[src/rtl/b2s_pkg.sv]
package b2s_pkg;

  typedef enum logic [1:0] {
    CMD_NONE = 2'd0,
    CMD_RD   = 2'd1,
    CMD_WR   = 2'd2
  } cmd_e;

  function automatic cmd_e cmd_decode(input logic ld_n, input logic rw_n);
    if (ld_n)      return CMD_NONE;
    else if (rw_n) return CMD_RD;
    else           return CMD_WR;
  endfunction

endpackage

[src/rtl/b2s_array.sv]
// Row-organised storage: one row holds both words of a burst pair, so a
// pending pair commits in a single cycle with per-lane enables.
module b2s_array #(
  parameter int RW = 5,
  parameter int DW = 18,
  parameter int NL = 2
) (
  input  logic              clk,
  input  logic              we,
  input  logic [RW-1:0]     wrow,
  input  logic [2*DW-1:0]   wpair,
  input  logic [2*NL-1:0]   wen,
  input  logic [RW-1:0]     rrow,
  output logic [2*DW-1:0]   rpair
);
  localparam int ROWS = 1 << RW;
  localparam int LW   = DW / NL;
  localparam int NE   = 2 * NL;

  logic [2*DW-1:0] mem_q [ROWS];

  always_ff @(posedge clk) begin
    if (we) begin
      for (int i = 0; i < NE; i++) begin
        if (wen[i]) mem_q[wrow][i*LW +: LW] <= wpair[i*LW +: LW];
      end
    end
  end

  assign rpair = mem_q[rrow];

endmodule

[src/rtl/b2s_posted.sv]
// Posted-write register with row compare and lane-wise read merge.
module b2s_posted #(
  parameter int RW = 5,
  parameter int DW = 18,
  parameter int NL = 2
) (
  input  logic              clk,
  input  logic              rst_n,
  input  logic              wr_go,
  input  logic [RW-1:0]     wr_row,
  input  logic [2*DW-1:0]   wr_pair,
  input  logic [2*NL-1:0]   wr_en,
  input  logic              rd_go,
  input  logic [RW-1:0]     rd_row,
  input  logic [2*DW-1:0]   arr_pair,
  output logic              pend_vld,
  output logic [RW-1:0]     pend_row,
  output logic [2*DW-1:0]   pend_pair,
  output logic [2*NL-1:0]   pend_en,
  output logic [2*DW-1:0]   rd_pair
);
  localparam int LW = DW / NL;
  localparam int NE = 2 * NL;

  logic vld_d;
  logic hit;

  always_comb vld_d = pend_vld | wr_go;

  always_ff @(posedge clk or negedge rst_n) begin
    if (!rst_n) pend_vld <= 1'b0;
    else        pend_vld <= vld_d;
  end

  always_ff @(posedge clk) begin
    if (wr_go) begin
      pend_row  <= wr_row;
      pend_pair <= wr_pair;
      pend_en   <= wr_en;
    end
  end

  // Compare only matters for a read with a write parked.
  always_comb hit = rd_go && pend_vld && (pend_row == rd_row);

  for (genvar i = 0; i < NE; i++) begin : g_lane
    assign rd_pair[i*LW +: LW] = (hit && pend_en[i]) ? pend_pair[i*LW +: LW]
                                                     : arr_pair[i*LW +: LW];
  end

endmodule

[src/rtl/b2s_rdpipe.sv]
// Read launch pipeline: first beat one cycle after capture, second beat one later.
module b2s_rdpipe #(
  parameter int DW = 18
) (
  input  logic          clk,
  input  logic          rst_n,
  input  logic          go,
  input  logic [DW-1:0] w0,
  input  logic [DW-1:0] w1,
  output logic [DW-1:0] first,
  output logic          first_vld,
  output logic [DW-1:0] second,
  output logic          second_vld
);
  logic          cap_vld;
  logic [DW-1:0] cap_w0, cap_w1, hold_w1;

  always_ff @(posedge clk or negedge rst_n) begin
    if (!rst_n) begin
      cap_vld    <= 1'b0;
      first_vld  <= 1'b0;
      second_vld <= 1'b0;
    end else begin
      cap_vld    <= go;
      first_vld  <= cap_vld;
      second_vld <= first_vld;
    end
  end

  always_ff @(posedge clk) begin
    if (go) begin
      cap_w0 <= w0;
      cap_w1 <= w1;
    end
    if (cap_vld) begin
      first   <= cap_w0;
      hold_w1 <= cap_w1;
    end
    if (first_vld) second <= hold_w1;
  end

endmodule

[src/rtl/b2_ddr_sram.sv]
module b2_ddr_sram
  import b2s_pkg::*;
#(
  parameter int AW = 6,
  parameter int DW = 18,
  parameter int NL = 2
) (
  input  logic          clk,
  input  logic          rst_n,
  input  logic          ld_n,
  input  logic          rw_n,
  input  logic [AW-1:0] addr,
  input  logic [DW-1:0] wd_rise,
  input  logic [NL-1:0] wm_rise_n,
  input  logic [DW-1:0] wd_fall,
  input  logic [NL-1:0] wm_fall_n,
  output logic [DW-1:0] rd_first,
  output logic          rd_first_vld,
  output logic [DW-1:0] rd_second,
  output logic          rd_second_vld
);
  localparam int RW = AW - 1;
  localparam int PW = 2 * DW;
  localparam int PE = 2 * NL;

  logic [1:0]    rst_sync_q;
  logic          rst_core_n;
  cmd_e          cmd;
  logic          rd_go, wr_go, lo;
  logic [RW-1:0] row, pend_row;
  logic [PW-1:0] wr_pair, pend_pair, arr_pair, rd_pair;
  logic [PE-1:0] wr_en, pend_en;
  logic          pend_vld;
  logic [DW-1:0] word0, word1;

  always_ff @(posedge clk or negedge rst_n) begin
    if (!rst_n) rst_sync_q <= 2'b00;
    else        rst_sync_q <= {rst_sync_q[0], 1'b1};
  end
  assign rst_core_n = rst_sync_q[1];

  always_comb begin
    cmd   = cmd_decode(ld_n, rw_n);
    rd_go = rst_core_n && (cmd == CMD_RD);
    wr_go = rst_core_n && (cmd == CMD_WR);
  end

  assign lo  = addr[0];
  assign row = addr[AW-1:1];

  // Steer beats into word slots: slot index = address bit 0 of that word.
  always_comb begin
    if (lo) begin
      wr_pair = {wd_rise, wd_fall};
      wr_en   = {~wm_rise_n, ~wm_fall_n};
    end else begin
      wr_pair = {wd_fall, wd_rise};
      wr_en   = {~wm_fall_n, ~wm_rise_n};
    end
  end

  b2s_array #(.RW(RW), .DW(DW), .NL(NL)) u_array (
    .clk   (clk),
    .we    (wr_go && pend_vld),
    .wrow  (pend_row),
    .wpair (pend_pair),
    .wen   (pend_en),
    .rrow  (row),
    .rpair (arr_pair)
  );

  b2s_posted #(.RW(RW), .DW(DW), .NL(NL)) u_posted (
    .clk       (clk),
    .rst_n     (rst_core_n),
    .wr_go     (wr_go),
    .wr_row    (row),
    .wr_pair   (wr_pair),
    .wr_en     (wr_en),
    .rd_go     (rd_go),
    .rd_row    (row),
    .arr_pair  (arr_pair),
    .pend_vld  (pend_vld),
    .pend_row  (pend_row),
    .pend_pair (pend_pair),
    .pend_en   (pend_en),
    .rd_pair   (rd_pair)
  );

  assign word0 = lo ? rd_pair[DW +: DW] : rd_pair[0 +: DW];
  assign word1 = lo ? rd_pair[0 +: DW]  : rd_pair[DW +: DW];

  b2s_rdpipe #(.DW(DW)) u_rdpipe (
    .clk        (clk),
    .rst_n      (rst_core_n),
    .go         (rd_go),
    .w0         (word0),
    .w1         (word1),
    .first      (rd_first),
    .first_vld  (rd_first_vld),
    .second     (rd_second),
    .second_vld (rd_second_vld)
  );

endmodule

[config.mk]
export PLATFORM = sky130hd
export DESIGN_NAME = b2_ddr_sram
export DESIGN_NICKNAME = d
export VERILOG_FILES = /design/src/rtl/b2s_pkg.sv /design/src/rtl/b2s_array.sv /design/src/rtl/b2s_posted.sv /design/src/rtl/b2s_rdpipe.sv /design/src/rtl/b2_ddr_sram.sv
export SDC_FILE = /design/constraint.sdc
export NUM_CORES = 1
export LEC_CHECK = 0
export BUFFER_PORTS_ARGS = -buffer_cell sky130_fd_sc_hd__buf_2
export CORE_MARGIN = 2
export CORE_UTILIZATION = 37
export CTS_CLUSTER_DIAMETER = 200
export DETAILED_ROUTE_END_ITERATION = 7
export SYNTH_ARGS = -nofsm -noshare
export SYNTH_HDL_FRONTEND = slang
export SYNTH_HIERARCHICAL = 1
export SYNTH_SLANG_ARGS = --single-unit
[constraint.sdc]
create_clock -name clk -period 0.8 [get_ports clk]
set_input_delay 0.08 -clock clk [delete_from_list [all_inputs] [get_ports clk]]
set_output_delay 0.08 -clock clk [all_outputs]
set_load 0.005 [all_outputs]
==> metrics.csv <==
stage;metric;value;unit
die;core_area;0.1375;sq mm
route;drc_errors;0;
yosys;synth_edf_count;1287;
cells_and_area;nFillCells;11440;
yosys;synth_top_flop_cell;edfxtp_1;
setup_path;cp_common_cell;mux2_4;
status;violations;negative hold slack, negative setup slack;
cells_and_area;regArea;0.03880;sq mm
yosys;syn_area;0.05124;sq mm
timing;setup_violations;2525;
yosys;yosysSeqAreaShare;75.72;%
clock_network;cts_buffer_depth;3;
power;power_switching;30.56;mW
setup_path;path_delay_family;simple AND/OR/NAND/NOR gates;
die;dieHeight;376.1;um
setup_path;cpPeakStageDelay;520;ps
cells_and_area;nNetsFinal;3556;
power;power.share.sequential;51.6;%
route;dr.pass1.iters;5;
timing;fin_ws;-1747;ps
die;die_x;376.1;um
die;die_area;0.1415;sq mm
power;peakVddDrop;1.413;mV
status;status;finished, violations left;
cells_and_area;drive_above_1_share;28.78;%
clock_network;clkLatencyLatePin;750;ps
clock_network;numCtsBuffers;136;
route;ant_nets;0;
timing;clock_skew;30.34;ps
timing;fin_hold_ws;-41.52;ps
setup_path;slowest_stage;or4_4;
grt;grt-ovfl-total;0;
power;p_int;114.0;mW
placement;routabilityCongestion;0.9048;
grt;grt_pass1_vias;28380;
cells_and_area;final_area;0.06533;sq mm
die;ios;88;
grt;grt_use_total;19.10;%
grt;grt_pass1_wl;196500;um
route;wl_per_cell;25.31;um
setup_path;cp-start-kind;flip-flop;
timing;slew_headroom;62.54;%
route;num_vias;28580;
clock_network;cts_hold_buf;47;
route;routed_wl;136900;um
power;power_frac_comb;5.9;%
cells_and_area;multi_input_area;0.01297;sq mm
power;total_power;144.6;mW
timing;fin_crit;2547;ps
timing;period_share;318.4;%
route;drt_iter0_drc;2832;
yosys;synth_nets;2978;
placement;io_buffers;87;
setup_path;cp.arrival;3040;ps
placement;placed_area;0.05915;sq mm
clock_network;cts_tree;done;
clock_network;clock_sinks;1293;
run;max-cap-violations;0;
yosys;avgSynthCellArea;17.50;sq um
setup_path;path_max_fanout;8;
setup_path;end_kind;flip-flop;
power;power_density;2213;mW/mm^2
clock_network;path_clk_slew;60;ps
setup_path;criticalPathCategory;reg -> reg;
placement;dp_hpwl;89140;um
grt;grt_start_max_net_pins;42;
yosys;syn_inst;2928;
setup_path;path_buf_inv;1;
yosys;async_reset_ff_share;0.4640;%
die;start_util;37.26;%
power;netSwitchingFraction;21.13;%
clock_network;root_buffer;clkbuf_16;
route;via_per_inst;5.286;
timing;rsz0062_at_grt;yes;
grt;antenna_found_initial;6;
cells_and_area;utilization;47.51;%
timing;finalHoldViolCount;17;
setup_path;crit_chain;xor2_2 > or4_4 > buf_12 > nor2_8 > mux2_4 > mux2_4;
timing;worstMarginPinSlew;557.6;ps
cells_and_area;syn2layout_area_growth;27.50;%
yosys;synth_cell_types;35;
clock_network;htreeDepth;4;
yosys;synth_seq_cells;1293;
die;num_rows;136;
min_path;hold_path.class;in -> reg;
power;clkPwrFrac;42.4;%
timing;fmax;392.6;MHz
setup_path;cp_data_required_time;1300;ps
power;leakage;23.08;nW
yosys;yosysWarnings;6;
timing;slew_violations;0;
-- timing repair --
item | CTS | global route
gates cloned | 26 | 10
hold endpoints to repair | 108 | 17
gates resized for setup | 138 | 78
setup endpoints to repair | 2518 | 2522
pin swaps | 17 | 12
buffers inserted | 7 | 8
-- per-layer routing --
layer  up-vias  global-route usage (%)  wire (um)
li1      12720                       -          -
met1     14670                   27.60      61290
met2      1026                   28.81      61500
met3       170                   4.660      11150
met4         2                   5.049       2914
met5         -                       0         11
-- cell families (layout without fill, tap and decap cells) --
| kind of cell | Yosys count | count (layout) | synth area share (%) |
|---|---|---|---|
| other | 1 | 2 | 0.007319 |
| DFF | 1293 | 1293 | 75.72 |
| AOI/OAI and AO/OA | 324 | 324 | 4.308 |
| muxes | 688 | 688 | 13.97 |
| and+or+nand+nor | 451 | 455 | 3.932 |
| buffers and inverters | 166 | 847 | 1.976 |
| xor gates and xnor gates | 5 | 5 | 0.08549 |
-- worst paths after layout --
check | to | slack, ps | cells past startpoint | start
max in group asynchronous | u_rdpipe/second_vld | 430 | 2 | rst_sync_q[1]
min reg2reg | u_rdpipe/cap_vld | 260 | 2 | rst_sync_q[1]
min in group asynchronous | rst_sync_q[0] | 220 | 3 | rst_n
max reg2reg | u_rdpipe/cap_w0[12] | -1750 | 6 | u_posted/pend_row[1]
max | u_rdpipe/cap_w0[12] | -1750 | 6 | u_posted/pend_row[1]
min | u_posted/pend_vld | -40 | 4 | rw_n
-- synth_stat cells, types with 2 or more instances --
library cell	count	area share (%)
nor3_1	37	0.36
mux2_4	36	1.1
a31oi_1	36	0.44
mux2i_1	580	11
edfxtp_1	1287	75
nor2_1	130	0.95
and2_1	2	0.024
xnor2_1	2	0.034
a21oi_1	108	1.1
buf_2	32	0.31
a22o_1	72	1.2
dfrtp_1	6	0.29
xor2_1	3	0.051
mux2_1	6	0.13
nor2_8	4	0.16
nor2b_1	4	0.049
mux2_2	66	1.5
clkbuf_4	3	0.044
buf_6	33	0.73
nand2b_1	2	0.024
and3b_1	3	0.051
nand2_1	147	1.1
nand3_1	112	1.1
a22oi_1	108	1.6
clkbuf_1	40	0.29
buf_1	34	0.25
nor3b_1	4	0.059
buf_4	24	0.35
-- state kept, by name (all words and copies together) (netlist names), 2 cells and up --
signal / flops
u_rdpipe/cap_w1: 18
u_rdpipe/cap_w0: 18
u_posted/pend_en: 4
u_rdpipe/second: 18
u_posted/pend_pair: 36
u_array/mem_q: 1152
u_posted/pend_row: 5
rst_sync_q: 2
u_rdpipe/hold_w1: 18
u_rdpipe/first: 18
-- worst reg2reg max path: cells and delay by family, from the launching register on --
family,cells,cell delay [ps]
DFF,1,510
buffers and inverters,1,190
and+or+nand+nor,2,740
muxes,2,620
xor gates and xnor gates,1,240
-- power groups by stage --
stage                     Clock [mW]  Combinational, mW  Sequential (mW)
after floorplan                    0               4.47             76.2
after global placement             0               7.93             76.1
after detailed placement           0               7.98             76.1
after CTS                       62.4               8.50             74.6
after global routing            65.0               9.04             74.6
final                           61.4               8.57             74.7
-- through the flow --
step	setup slack, ps	setup TNS (ps)	instances
2_1_floorplan	-1775	-1389040	2928
3_5_place_dp	-1755	-1685720	5068
3_3_place_gp	-1755	-1652780	5068
4_1_cts	-1703	-1784680	5392
6_report	-1747	-1807980	5408
5_1_grt	-1760	-1875700	5407
-- final cells by class --
cell class	instances	area share [%]
timing repair buffer	602	10.68
sequential	1293	59.39
clock buffer	169	5.627
multi-input combinational	1473	19.85
antenna	1	0.003831
tap	1794	3.436
clock inverter	76	1.007
-- cell usage in the layout (no fill, tap or decap), types with 12 or more instances in the layout --
cell           instances
a21oi_1              108
buf_2                 87
a31oi_1               36
clkinv_2              17
mux2_4                65
dlygate4sd3_1         47
nand2_2               12
edfxtp_1            1287
clkbuf_1              26
clkbuf_16            148
buf_12               166
clkinv_1              35
nor2_4               133
buf_4                231
a22oi_1              108
a22o_1                72
mux2i_1              580
buf_6                 54
nor3_1                36
nand2_1              113
nand3_1              112
mux2_2                42
Note: power is estimated with default switching activity, not from simulation.
